===== src/rtl/i2c_dma_pkg.sv =====
package i2c_dma_pkg;

    typedef enum logic {
        DIR_TX = 1'b0,
        DIR_RX = 1'b1
    } dir_e;

    typedef struct packed {
        logic single;
        logic burst;
    } req_t;

endpackage


===== src/rtl/i2c_dma_burst_cnt.sv =====
module i2c_dma_burst_cnt #(
    parameter int LEN_W = 8
) (
    input  logic             clk,
    input  logic             rst_n,
    input  logic             dma_en,
    input  logic             burst_go,
    input  logic [LEN_W-1:0] burst_len,
    input  logic             xfer_stb,
    output logic [LEN_W-1:0] count,
    output logic             live
);

    typedef struct packed {
        logic [LEN_W-1:0] cnt;
    } cnt_state_t;

    cnt_state_t st_d, st_q;

    always_comb begin
        st_d = st_q;
        if (burst_go) begin
            st_d.cnt = burst_len;
        end else if (dma_en && xfer_stb && (st_q.cnt != '0)) begin
            st_d.cnt = st_q.cnt - LEN_W'(1);
        end
    end

    always_ff @(posedge clk or negedge rst_n) begin
        if (!rst_n) begin
            st_q <= '0;
        end else begin
            st_q <= st_d;
        end
    end

    assign count = st_q.cnt;
    assign live  = (st_q.cnt != '0);

endmodule


===== src/rtl/i2c_dma_lane.sv =====
module i2c_dma_lane
    import i2c_dma_pkg::*;
#(
    parameter bit IS_RX      = 1'b0,
    parameter int FILL_W     = 4,
    parameter int TRIG_W     = 3,
    parameter int LEN_W      = 8,
    parameter int DEPTH      = 8,
    parameter int BURST_SIZE = 4
) (
    input  logic              allow,
    input  logic [FILL_W-1:0] fill,
    input  logic [TRIG_W-1:0] trig,
    input  logic [LEN_W-1:0]  count,
    output req_t              req
);

    localparam logic [FILL_W-1:0] FULL_LVL  = FILL_W'(DEPTH);
    localparam logic [FILL_W-1:0] BURST_LVL = FILL_W'(BURST_SIZE);
    localparam logic [LEN_W-1:0]  BURST_CNT = LEN_W'(BURST_SIZE);

    logic room_for_burst;
    assign room_for_burst = (count >= BURST_CNT);

    generate
        if (IS_RX) begin : g_rx
            logic unused_trig;
            assign unused_trig = ^trig;
            always_comb begin
                req.single = allow && (fill != '0);
                req.burst  = allow && room_for_burst && (fill >= BURST_LVL);
            end
        end else begin : g_tx
            always_comb begin
                req.single = allow && (fill < FULL_LVL);
                req.burst  = allow && room_for_burst && (fill < FILL_W'(trig));
            end
        end
    endgenerate

endmodule


===== src/rtl/i2c_dma_req_gen.sv =====
module i2c_dma_req_gen
    import i2c_dma_pkg::*;
#(
    parameter int LEN_W      = 8,
    parameter int FILL_W     = 4,
    parameter int TRIG_W     = 3,
    parameter int DEPTH      = 8,
    parameter int BURST_SIZE = 4
) (
    input  logic              clk,
    input  logic              rst_n,
    input  logic              dma_en,
    input  logic              rx_mode,
    input  logic              burst_go,
    input  logic [LEN_W-1:0]  burst_len,
    input  logic [FILL_W-1:0] tx_fill,
    input  logic [FILL_W-1:0] rx_fill,
    input  logic [TRIG_W-1:0] tx_trig,
    input  logic              xfer_stb,
    output logic              sreq,
    output logic              breq,
    output logic [LEN_W-1:0]  remaining
);

    logic [LEN_W-1:0] count;
    logic             live;
    logic             allow;
    dir_e             dir;
    req_t             tx_req, rx_req, sel_req;

    i2c_dma_burst_cnt #(.LEN_W(LEN_W)) u_cnt (
        .clk       (clk),
        .rst_n     (rst_n),
        .dma_en    (dma_en),
        .burst_go  (burst_go),
        .burst_len (burst_len),
        .xfer_stb  (xfer_stb),
        .count     (count),
        .live      (live)
    );

    assign allow = dma_en && live;
    assign dir   = dir_e'(rx_mode);

    i2c_dma_lane #(
        .IS_RX(1'b0), .FILL_W(FILL_W), .TRIG_W(TRIG_W), .LEN_W(LEN_W),
        .DEPTH(DEPTH), .BURST_SIZE(BURST_SIZE)
    ) u_tx (
        .allow (allow),
        .fill  (tx_fill),
        .trig  (tx_trig),
        .count (count),
        .req   (tx_req)
    );

    i2c_dma_lane #(
        .IS_RX(1'b1), .FILL_W(FILL_W), .TRIG_W(TRIG_W), .LEN_W(LEN_W),
        .DEPTH(DEPTH), .BURST_SIZE(BURST_SIZE)
    ) u_rx (
        .allow (allow),
        .fill  (rx_fill),
        .trig  (tx_trig),
        .count (count),
        .req   (rx_req)
    );

    always_comb begin
        unique case (dir)
            DIR_RX:  sel_req = rx_req;
            default: sel_req = tx_req;
        endcase
    end

    assign sreq      = sel_req.single;
    assign breq      = sel_req.burst;
    assign remaining = count;

endmodule


===== config.mk =====
export PLATFORM = sky130hd
export DESIGN_NAME = i2c_dma_req_gen
export DESIGN_NICKNAME = d
export VERILOG_FILES = /design/src/rtl/i2c_dma_pkg.sv /design/src/rtl/i2c_dma_burst_cnt.sv /design/src/rtl/i2c_dma_lane.sv /design/src/rtl/i2c_dma_req_gen.sv
export SDC_FILE = /design/constraint.sdc
export NUM_CORES = 1
export LEC_CHECK = 0
export BUFFER_PORTS_ARGS = -buffer_cell sky130_fd_sc_hd__buf_2
export CELL_PAD_IN_SITES_DETAIL_PLACEMENT = 1
export CELL_PAD_IN_SITES_GLOBAL_PLACEMENT = 2
export CORE_ASPECT_RATIO = 0.9
export CORE_UTILIZATION = 21
export DETAILED_ROUTE_END_ITERATION = 12
export PLACE_DENSITY_LB_ADDON = 0.3
export SLEW_MARGIN = 20
export SYNTH_ARGS = -nofsm -noshare
export SYNTH_HDL_FRONTEND = slang
export SYNTH_SLANG_ARGS = --single-unit

===== constraint.sdc =====
create_clock -name clk -period 1.7 [get_ports clk]
set_clock_uncertainty 0.05 [all_clocks]
set_input_delay 0.17 -clock clk [delete_from_list [all_inputs] [get_ports clk]]
set_output_delay 0.17 -clock clk [all_outputs]
set_load 0.1 [all_outputs]

; ---- Yosys cells after proc, flatten, opt, wreduce, memory -nomap -nowiden
; Index checks and enable logic that the tools add are counted.
[word_totals]
word_cells = 20
ff_bits = 8
[op_classes]
add_sub_neg = 1
magnitude_cmp = 4
n_reduce_logical = 11
n_mux = 3
[ops]
columns = cell, count
row1 = 8-bit two-way mux, 2
row2 = "8-bit by 3-bit >= comparator with 1-bit output, second input constant", 1
row3 = 1-bit logical AND, 8
row4 = 8-bit nonzero test, 1
row5 = "8-bit by 1-bit subtractor with 8-bit output, second input constant", 1
row6 = "4-bit by 3-bit >= comparator with 1-bit output, second input constant", 1
row7 = 4-bit by 3-bit < comparator with 1-bit output, 1
row8 = "4-bit < comparator, second input constant", 1
row9 = 4-bit nonzero test, 1
row10 = 2-bit two-way mux, 1
row11 = 2-bit nonzero test, 1

; ---- Logic depth before layout (Yosys ltp)
; Gate-level depths: netlist (run 1).
[depth]
word_depth = 5
ltp_mapped = 6
mapped_depth_nobuf = 6

; ---- Cells and area by module
; A second synthesis (run 1) with hierarchy kept.
[unflattened]
hier_cells = 83
hier_area_um2 = 733.2
[modules_own_cells]
columns = mod, cells_each, seq_area_each_um2, instances, area_per_inst_um2
row1 = i2c_dma_burst_cnt, 64, 200.2, 1, 580.6
row2 = i2c_dma_lane (u_tx), 11, 0.0, 1, 92.6
row3 = i2c_dma_lane (u_rx), 5, 0.0, 1, 31.3
row4 = i2c_dma_req_gen, 3, 0.0, 1, 28.8

; ---- Least setup slack after synthesis (run 1)
; No wires, ideal clock.
[synth_path]
path_type = register to output
from = reg u_cnt.st_q, in the netlist u_cnt.count[3]
to = out breq
arrival_time_ns = 2.793
stages_incl_launch_ff = 5
path_buffers = 0
required_ns = 1.480
slack_ns = -1.313
path_cell_list = dfrtp_1 -> nor4_4 -> nand2_1 -> nand2_1 -> a21oi_1
[synth_between]
elab_chain_len = 5
[synth_rtl]
columns = element, line
row1 = from (decl), i2c_dma_burst_cnt.sv:18  ; cnt_state_t st_d, st_q;
row2 = from (signal assigned), i2c_dma_burst_cnt.sv:33  ; st_q <= st_d;
row3 = "parallel branches: the longest is 2 deep, another holds 8-bit by 3-bit >= comparator with 1-bit output", -
row4 = 1-bit logical AND *, "i2c_dma_lane.sv:31, i2c_dma_lane.sv:36"
row5 = 1-bit logical AND (on tied branches), "i2c_dma_lane.sv:36, i2c_dma_lane.sv:31"
row6 = 2-bit two-way mux *, i2c_dma_req_gen.sv:68  ; unique case (dir)
row7 = to (decl), i2c_dma_req_gen.sv:21  ; output logic breq,
; Mark *: on every way between the ends.

; ---- Worst setup path in the final report (run 1)
[layout_path]
from = reg u_cnt.st_q, in the netlist u_cnt.count[1]
to = reg u_cnt.st_q, in the netlist u_cnt.count[5]
[layout_between]
elab_chain_len = 3
[layout_rtl]
columns = element, line
row1 = 8-bit by 1-bit subtractor with 8-bit output / 8-bit nonzero test (equally long branches), "i2c_dma_burst_cnt.sv:25, i2c_dma_burst_cnt.sv:24"
row2 = 8-bit two-way mux / 1-bit logical AND (equally long branches), i2c_dma_burst_cnt.sv:24  ; end else if (dma_en && xfer_stb && (st_q.cnt != '0)) begin
row3 = 8-bit two-way mux / 2-bit nonzero test (equally long branches), -
; Parallel ways exist; a longest one is shown, timed or not. The select of a mux whose other input is x is not followed.
; A chain may end at the register's enable or synchronous reset.

==> results of run 1 <==
cell type report:
| class | instances | area (sq um) |
|---|---|---|
| clock buffers | 3 | 22.52 |
| repair buffers | 51 | 354.1 |
| multi-input cells | 55 | 521.8 |
| well taps | 40 | 50.05 |
| fillers | 340 | 1617 |
| inverters | 6 | 27.53 |
| flip-flops and latches | 8 | 222.7 |
cells by family after synthesis:
group | Yosys count | synth area share [%]
AOI/OAI and AO/OA | 18 | 20.98
xor gates and xnor gates | 6 | 8.235
adders and majority gates | 4 | 7.843
buffers and inverters | 7 | 4.117
DFF | 8 | 31.37
muxes | 2 | 3.333
and+or+nand+nor | 25 | 24.12
per-stage QoR:
stage | setup TNS, ns | util, % | power (W) | std cells
5_1_grt | -0.7430 | 42.58 | 0.0009579 | 163
2_1_floorplan | -1.236 | - | 0.0005495 | 70
3_5_place_dp | -0.4678 | 35.02 | 0.0006764 | 152
6_report | -0.2387 | 42.58 | 0.0008976 | 163
3_3_place_gp | -0.2635 | 35.02 | 0.0006678 | 152
4_1_cts | -0.3313 | 42.18 | 0.0009068 | 163
worst min-delay path: stages:
cell and delay (ns):
buf_2 0.08, nand2_1 0.04, o21ai_0 0.05
cells in the final DEF, fill, tap and decap left out, drive strengths merged, types with 2 or more instances in the layout:
cell / netlist / layout
dfrtp: 8 / 8
a21oi: 3 / 3
nor4: 2 / 2
xnor2: 5 / 5
nand2: 11 / 11
ha: 4 / 4
a2111oi: 3 / 3
o21ai: 9 / 9
inv: 6 / 6
clkbuf: 1 / 3
buf: 0 / 50
nor2: 3 / 3
layer usage:
metal | vias to the layer above | part of all wire (%) | global-route usage [%]
met3 | 4 | 5.0 | 0.7092
li1 | 355 | - | -
met5 | - | 0 | 0
met4 | 0 | 1.7 | 6.977
met2 | 29 | 50 | 26.37
met1 | 334 | 43 | 17.02
power by group:
group          total [W]  internal (W)  switching, W  leakage, nW
Clock           0.000146     0.0000808     0.0000654       0.0138
Combinational   0.000498      0.000176      0.000322        0.409
Sequential      0.000253      0.000222     0.0000312       0.0879
Total           0.000898      0.000479      0.000419        0.511
worst paths after layout:
| kind | start | slack [ns] | end |
|---|---|---|---|
| max | u_cnt.count[1] | -0.06 | u_cnt.count[5] |
| min | burst_len[3] | 0.07 | u_cnt.count[3] |
| max reg2reg | u_cnt.count[1] | -0.06 | u_cnt.count[5] |
| min reg2reg | u_cnt.count[6] | 0.58 | u_cnt.count[6] |
| max in group asynchronous | rst_n | 1.16 | u_cnt.count[0] |
| min in group asynchronous | rst_n | 0.24 | u_cnt.count[3] |
repair_timing:
| action | in CTS | in global routing |
|---|---|---|
| setup buffers | 7 | 0 |
| endpoints found under the setup margin | 10 | 10 |
| hold buffers | 1 | 0 |
| pin swaps | 13 | 1 |
| endpoints found under the hold margin | 8 | 0 |
| gates resized for setup | 25 | 4 |
==> impl_metrics.json, run 1 <==
{
  "yosysWarnings": 0,
  "max_stage_delay_ns": 0.43,
  "timing.critical_path.buf_inv": 3,
  "start_util_pct": 22.67,
  "setup_violations": 6,
  "drive_above_1_share_pct": 67.48,
  "min_path_cells": 3,
  "n_antenna_cell": 0,
  "rsz0062_at_grt": "true",
  "synth_cell_types": 30,
  "grt_pass1_wl_mm": 3.360,
  "path_depth": 8,
  "worst_slack_ns": -0.05687,
  "placed_area_sq_um": 985.9,
  "rows": 18,
  "io_pins": 35,
  "hold_class": "in -> reg",
  "reg2reg_depth": 8,
  "clock_latency_ns": 0.25,
  "coreArea_sq_um": 2815,
  "syn2layout_area_growth_pct": 87.84,
  "yosys.area.top_type": "dfrtp_1",
  "fmax_mhz": 569.2,
  "period_needed_ns": 1.757,
  "overflow": 0,
  "cap_violations": 0,
  "final.period_utilization_pct": 103.3,
  "synth-edff-count": 0,
  "crit_path_cell_trace": "inv_4 > ha_4 > nor3b_4 > buf_6 > buf_12 > a2111oi_4 > xnor2_1 > o21ai_1",
  "drt-initial-drc-count": 7,
  "avgViaCountPerCell": 4.429,
  "dr.pass1.iters": 4,
  "final_area_sq_um": 1199,
  "ir_drop_v": 0.0003436,
  "largest_register_ffs": 8,
  "arrival_ns": 1.85,
  "cts_buffers": 3,
  "ys_async_sr_fraction_pct": 100.0,
  "gp_congestion": 0.7697,
  "violations": "negative setup slack",
  "power_density_nw_per_um2": 748.9,
  "start_kind": "flop",
  "grt_usage_pct": 14.33,
  "worst_slew_pin_slew_ns": 0.4893,
  "root_buffer": "clkbuf_4",
  "synth_top_area_share_pct": 31.37,
  "whs_ns": 0.07429,
  "slew_viol_final": 0,
  "fp.dieW_um": 60.11,
  "nets": 154,
  "slowest_stage": "dfrtp_4",
  "vias": 722,
  "end_kind": "flop",
  "route.detailed.drc": 0,
  "path_clk_slew_ns": 0.06,
  "die_y_um": 54.30,
  "cp_top_family": "flip-flops",
  "hold_viol_final": 0,
  "cts_max_level": 1,
  "total_leakage_power_nw": 0.5110,
  "syn-cell-area_sq_um": 638.1,
  "critPathKind": "reg -> reg",
  "die-area_sq_um": 3263,
  "hpwl_mm": 1.577,
  "status": "finished, violations left",
  "ys_ff_latch": 8,
  "synth_common_cells": "nand2_1 (11), dfrtp_1 (8), o21ai_0 (8)",
  "synthFlopType": "dfrtp_1",
  "pre_cts_ws_ns": -0.1105,
  "syn_nets": 99,
  "synthTopCellsByArea": "dfrtp_1 (31%), ha_1 (7.8%), xnor2_1 (6.9%)",
  "grt_max_degree": 16,
  "drt-total-wl_mm": 2.015,
  "crit_fanout": 4,
  "ys_seq_area_share_pct": 31.37,
  "syn_avg_cell_area_sq_um": 9.116,
  "yosysMostFrequentCell": "nand2_1",
  "io_buffers": 34,
  "wl_per_cell_um": 12.36,
  "synthCells": 70,
  "grt_pass1_vias": 753,
  "detail-route-antenna-nets": 0,
  "maxSlewHeadroom_pct": 67.60,
  "antenna_found_initial": 0,
  "cts_tree": "built",
  "crit_required_ns": 1.79,
  "cts_buffer_depth": 2,
  "clkSinkCount": 8
}
(Power assumes the default switching activity.)
==> run 2, diff against run 1 <==
--- a/config.mk
+++ b/config.mk
@@ -11,7 +11,7 @@
 export CORE_ASPECT_RATIO = 0.9
 export CORE_UTILIZATION = 21
 export DETAILED_ROUTE_END_ITERATION = 12
-export PLACE_DENSITY_LB_ADDON = 0.3
+export PLACE_DENSITY = 0.84
 export SLEW_MARGIN = 20
 export SYNTH_ARGS = -nofsm -noshare
 export SYNTH_HDL_FRONTEND = slang
==> run 2 against run 1 <==
  * The run still ends with negative setup slack left
  * Sequential share of layout area increased by 0.77 points
  * First-iteration DRC count grew 29%
  * Via count decreased by 0.97%
==> impl_metrics.json, run 2 (synthesis gave the netlist of run 1 again) <==
{
  "fp.dieW_um": 60.11,
  "r2r_slack_ns": -0.08,
  "arrival_ns": 1.85,
  "slew_viol_final": 0,
  "violations": "negative setup slack",
  "cts_buffers": 3,
  "reg2reg_to": "u_cnt.count[5]",
  "final_cell_mix": "buf_2 (32), buf_4 (12), nand2_1 (10)",
  "worst_slack_ns": -0.08080,
  "total_leakage_power_nw": 0.4941,
  "hpwl_mm": 1.576,
  "nFillCells": 334,
  "wl_per_cell_um": 12.83,
  "nets": 153,
  "overflow": 0,
  "syn2layout_area_growth_pct": 80.39,
  "end_kind": "flop",
  "rows": 18,
  "layout_commonest_cell": "buf_2",
  "vias": 715,
  "detail-route-antenna-nets": 0,
  "crit_fanout": 3,
  "worst_slew_pin_slew_ns": 0.4879,
  "setup_violations": 5,
  "cap_violations": 0,
  "ir_drop_v": 0.0004985,
  "path_clk_slew_ns": 0.06,
  "root_buffer": "clkbuf_4",
  "power_density_nw_per_um2": 764.3,
  "rsz0062_at_grt": "true",
  "utilization_pct": 40.89,
  "clkSinkCount": 8,
  "hold_class": "in -> reg",
  "route.detailed.drc": 0,
  "grt_usage_pct": 14.34,
  "critPathKind": "reg -> reg",
  "grt_max_degree": 16,
  "cts_buffer_depth": 2,
  "drt-total-wl_mm": 2.079,
  "startpoint": "u_cnt.count[1]",
  "route.met3.wl_um": 129,
  "hold_viol_final": 0,
  "met1_length_um": 968,
  "dr.pass1.iters": 4,
  "crit_path_end": "u_cnt.count[5]",
  "drive_above_1_share_pct": 65.57,
  "coreArea_sq_um": 2815,
  "start_util_pct": 22.67,
  "antenna_found_initial": 0,
  "stdcell_count": 162,
  "die-area_sq_um": 3263,
  "top_layer_used": "met4",
  "cts_max_level": 1,
  "rr_startpoint": "u_cnt.count[1]",
  "gp_congestion": 0.6833,
  "largest_register_ffs": 8,
  "status": "finished, violations left",
  "dp_cells": 152,
  "grt_pass1_wl_mm": 3.394,
  "clock_latency_ns": 0.25,
  "io_pins": 35,
  "reg2reg_depth": 4,
  "final.period_utilization_pct": 104.8,
  "cts_tree": "built",
  "maxSlewHeadroom_pct": 67.70,
  "fmax_mhz": 561.5,
  "avgViaCountPerCell": 4.414,
  "wl_met2_um": 970,
  "crit_required_ns": 1.77,
  "start_kind": "flop",
  "pre_cts_ws_ns": -0.1354,
  "period_needed_ns": 1.781,
  "n_antenna_cell": 0,
  "drt-initial-drc-count": 9,
  "die_y_um": 54.30,
  "grt_pass1_vias": 728,
  "io_buffers": 34
}
run 2: routing by layer:
layer / vias up / global-route usage (%)
met5: - / 0
met4: 0 / 4.651
met3: 2 / 2.837
met2: 27 / 24.18
met1: 330 / 18.34
li1: 356 / -
run 2: worst max-delay path: stages, from the launching register on:
cell and delay, ns:
dfrtp_4 0.48, or3_1 0.47, a2111oi_4 0.35, xnor2_1 0.17, o21ai_0 0.12
run 2: worst min path at each step:
stage,slack (ns),depth (start not counted),endpoint,startpoint
2_1_floorplan,-0.18,0,u_cnt.count[2],rst_n
3_3_place_gp,-0.02,1,u_cnt.count[0],rst_n
3_5_place_dp,-0.02,1,u_cnt.count[0],rst_n
4_1_cts,0.07,3,u_cnt.count[2],burst_len[2]
5_1_grt,0.09,3,u_cnt.count[7],burst_len[7]
6_report,0.08,3,u_cnt.count[2],burst_len[2]
run 2: report_power, final:
part / switching [W] / internal [W] / total, W / leakage (nW)
combinational: 0.000317 / 0.000161 / 0.000479 / 0.392
clock: 0.0000679 / 0.0000810 / 0.000149 / 0.0138
sequential: 0.0000303 / 0.000222 / 0.000252 / 0.0879
total: 0.000416 / 0.000464 / 0.000880 / 0.494
run 2: timing repair:
action                                  CTS  global route
endpoints found under the hold margin     8             0
hold buffers                              1             0
endpoints found under the setup margin    9            10
setup buffers                             2             4
resized for setup                         9            11
pin swaps                                 7             6
run 2: cell type report:
type	instances	area [sq um]	area share, %
multi-input combinational	55	499.2	43.37
clock buffer	3	22.52	1.957
inverter	6	22.52	1.957
tap	40	50.05	4.348
sequential	8	222.7	19.35
timing repair buffer	50	334.1	29.02
run 2: per-stage QoR:
| step | power, W | hold slack [ns] | cell area, sq um | setup TNS (ns) |
|---|---|---|---|---|
| after detailed placement | 0.0006763 | -0.01889 | 988.4 | -0.6065 |
| final | 0.0008798 | 0.07919 | 1151 | -0.2516 |
| after global routing | 0.0009285 | 0.09081 | 1151 | -0.7996 |
| after floorplan | 0.0005495 | -0.1756 | 689.4 | -1.236 |
| after CTS | 0.0008574 | 0.07119 | 1086 | -0.3201 |
| after global placement | 0.0006655 | -0.02457 | 988.4 | -0.1040 |
==> run 3, diff against run 2 <==
--- a/config.mk
+++ b/config.mk
@@ -12,6 +12,7 @@
 export CORE_UTILIZATION = 21
 export DETAILED_ROUTE_END_ITERATION = 12
 export PLACE_DENSITY = 0.84
+export RECOVER_POWER = 50
 export SLEW_MARGIN = 20
 export SYNTH_ARGS = -nofsm -noshare
 export SYNTH_HDL_FRONTEND = slang
==> run 3 against run 2 <==
  * The flow still finishes with violations (negative setup slack)
  * Global-route usage unchanged
  * Largest power group unchanged
  * Register-to-register slack barely moved
  * Sequential share of layout area hardly changed
  * Clock power about the same
  * Utilization about the same
==> impl_metrics.json, run 3 (synthesis gave the netlist of run 1 again) <==
{
  "status": "finished, violations left",
  "violations": "negative setup slack",
  "largest_register_ffs": 8,
  "io_pins": 35,
  "grt_max_degree": 16,
  "route.detailed.drc": 0,
  "wl_per_cell_um": 12.83,
  "final.period_utilization_pct": 104.8,
  "vias": 715,
  "met2_usage_pct": 24.18,
  "syn2layout_area_growth_pct": 80.20,
  "reg2reg_depth": 4,
  "dr.pass1.iters": 4,
  "grt_usage_pct": 14.34,
  "hpwl_mm": 1.576,
  "arrival_ns": 1.85,
  "period_needed_ns": 1.781,
  "fmax_mhz": 561.5,
  "utilization_pct": 40.84,
  "reg2reg_to": "u_cnt.count[5]",
  "r2r_slack_ns": -0.08,
  "power_w": 0.0008794,
  "detail-route-antenna-nets": 0,
  "crit_path_end": "u_cnt.count[5]",
  "clkSinkCount": 8,
  "avgViaCountPerCell": 4.414,
  "layout_commonest_cell": "buf_2",
  "final_cell_mix": "buf_2 (31), buf_4 (12), nand2_1 (10)",
  "rsz0062_at_grt": "true",
  "cts_max_level": 1,
  "hold_class": "in -> reg",
  "critPathKind": "reg -> reg",
  "path_clk_slew_ns": 0.06,
  "nFillCells": 335,
  "startpoint": "u_cnt.count[1]",
  "gp_congestion": 0.6833,
  "drt-total-wl_mm": 2.079,
  "cts_buffer_depth": 2,
  "die_y_um": 54.30,
  "die-area_sq_um": 3263,
  "crit_fanout": 3,
  "use_met1_pct": 18.34,
  "n_antenna_cell": 0,
  "final_area_sq_um": 1150,
  "slew_viol_final": 0,
  "use_met3_pct": 2.837,
  "overflow": 0,
  "coreArea_sq_um": 2815,
  "cap_violations": 0,
  "rows": 18,
  "grt_pass1_vias": 728,
  "drt-initial-drc-count": 9,
  "worst_slew_pin_slew_ns": 0.4909,
  "whs_ns": 0.07919,
  "cts_tree": "built",
  "total_leakage_power_nw": 0.4914,
  "start_util_pct": 22.67,
  "maxSlewHeadroom_pct": 67.27,
  "drive_above_1_share_pct": 64.75,
  "cts_buffers": 3,
  "clock_latency_ns": 0.25,
  "ir_drop_v": 0.0004985,
  "start_kind": "flop",
  "nets": 153,
  "worst_slack_ns": -0.08080,
  "grt-busiest-layer": "met2",
  "fp.dieW_um": 60.11,
  "hold_viol_final": 0,
  "antenna_found_initial": 0,
  "io_buffers": 34,
  "rr_startpoint": "u_cnt.count[1]",
  "end_kind": "flop",
  "pre_cts_ws_ns": -0.1354,
  "grt_pass1_wl_mm": 3.394,
  "power_density_nw_per_um2": 764.8,
  "setup_violations": 5,
  "root_buffer": "clkbuf_4",
  "placed_area_sq_um": 988.4,
  "crit_required_ns": 1.77
}
==> run 3: cell types whose count changed in the layout (fill, tap and decap cells not counted), sizes merged <==
cell	previous run	this run
clkbuf	3	4
buf	49	48
==> run 3: critical path, stage by stage (launching register included) <==
cell	delay [ns]
dfrtp_4	0.48
or3_1	0.47
a2111oi_4	0.35
xnor2_1	0.17
o21ai_0	0.12
==> run 3: layer usage <==
layer / up-vias / wire length, um
met5: - / 0
met4: 0 / 10
met3: 2 / 129
met2: 27 / 970
met1: 330 / 968
li1: 356 / -
==> run 3: worst min path at each step <==
stage	from	endpoint	slack, ns	cells after the start
detailed placement	rst_n	u_cnt.count[0]	-0.02	1
global route	burst_len[7]	u_cnt.count[7]	0.09	3
finish	burst_len[2]	u_cnt.count[2]	0.08	3
CTS	burst_len[2]	u_cnt.count[2]	0.07	3
floorplan	rst_n	u_cnt.count[2]	-0.18	0
global placement	rst_n	u_cnt.count[0]	-0.02	1
==> run 3: power breakdown <==
| part | total, W | internal (W) | switching (W) | leakage, nW |
|---|---|---|---|---|
| combinational | 0.000478 | 0.000161 | 0.000317 | 0.390 |
| sequential | 0.000252 | 0.000222 | 0.0000303 | 0.0879 |
| clock | 0.000149 | 0.0000810 | 0.0000679 | 0.0138 |
| total | 0.000879 | 0.000464 | 0.000416 | 0.491 |
==> run 3: stage by stage <==
step	std cells	setup TNS [ns]
floorplan	70	-1.236
global placement	152	-0.1040
detailed placement	152	-0.6065
CTS	158	-0.3201
global route	162	-0.7996
finish	162	-0.2516
==> run 3: repair_timing <==
item	CTS	global route
resized for setup	9	11
buffers inserted	2	4
setup endpoints to repair	9	10
pin swaps	7	6
hold buffers	1	0
endpoints found under the hold margin	8	0
==> run 3: cell type report <==
cell class / instances / area [sq um] / area share [%]
repair buffers: 50 / 332.8 / 28.94
multi-input cells: 55 / 499.2 / 43.42
clock buffers: 3 / 22.52 / 1.959
well taps: 40 / 50.05 / 4.353
inverters: 6 / 22.52 / 1.959
flip-flops and latches: 8 / 222.7 / 19.37
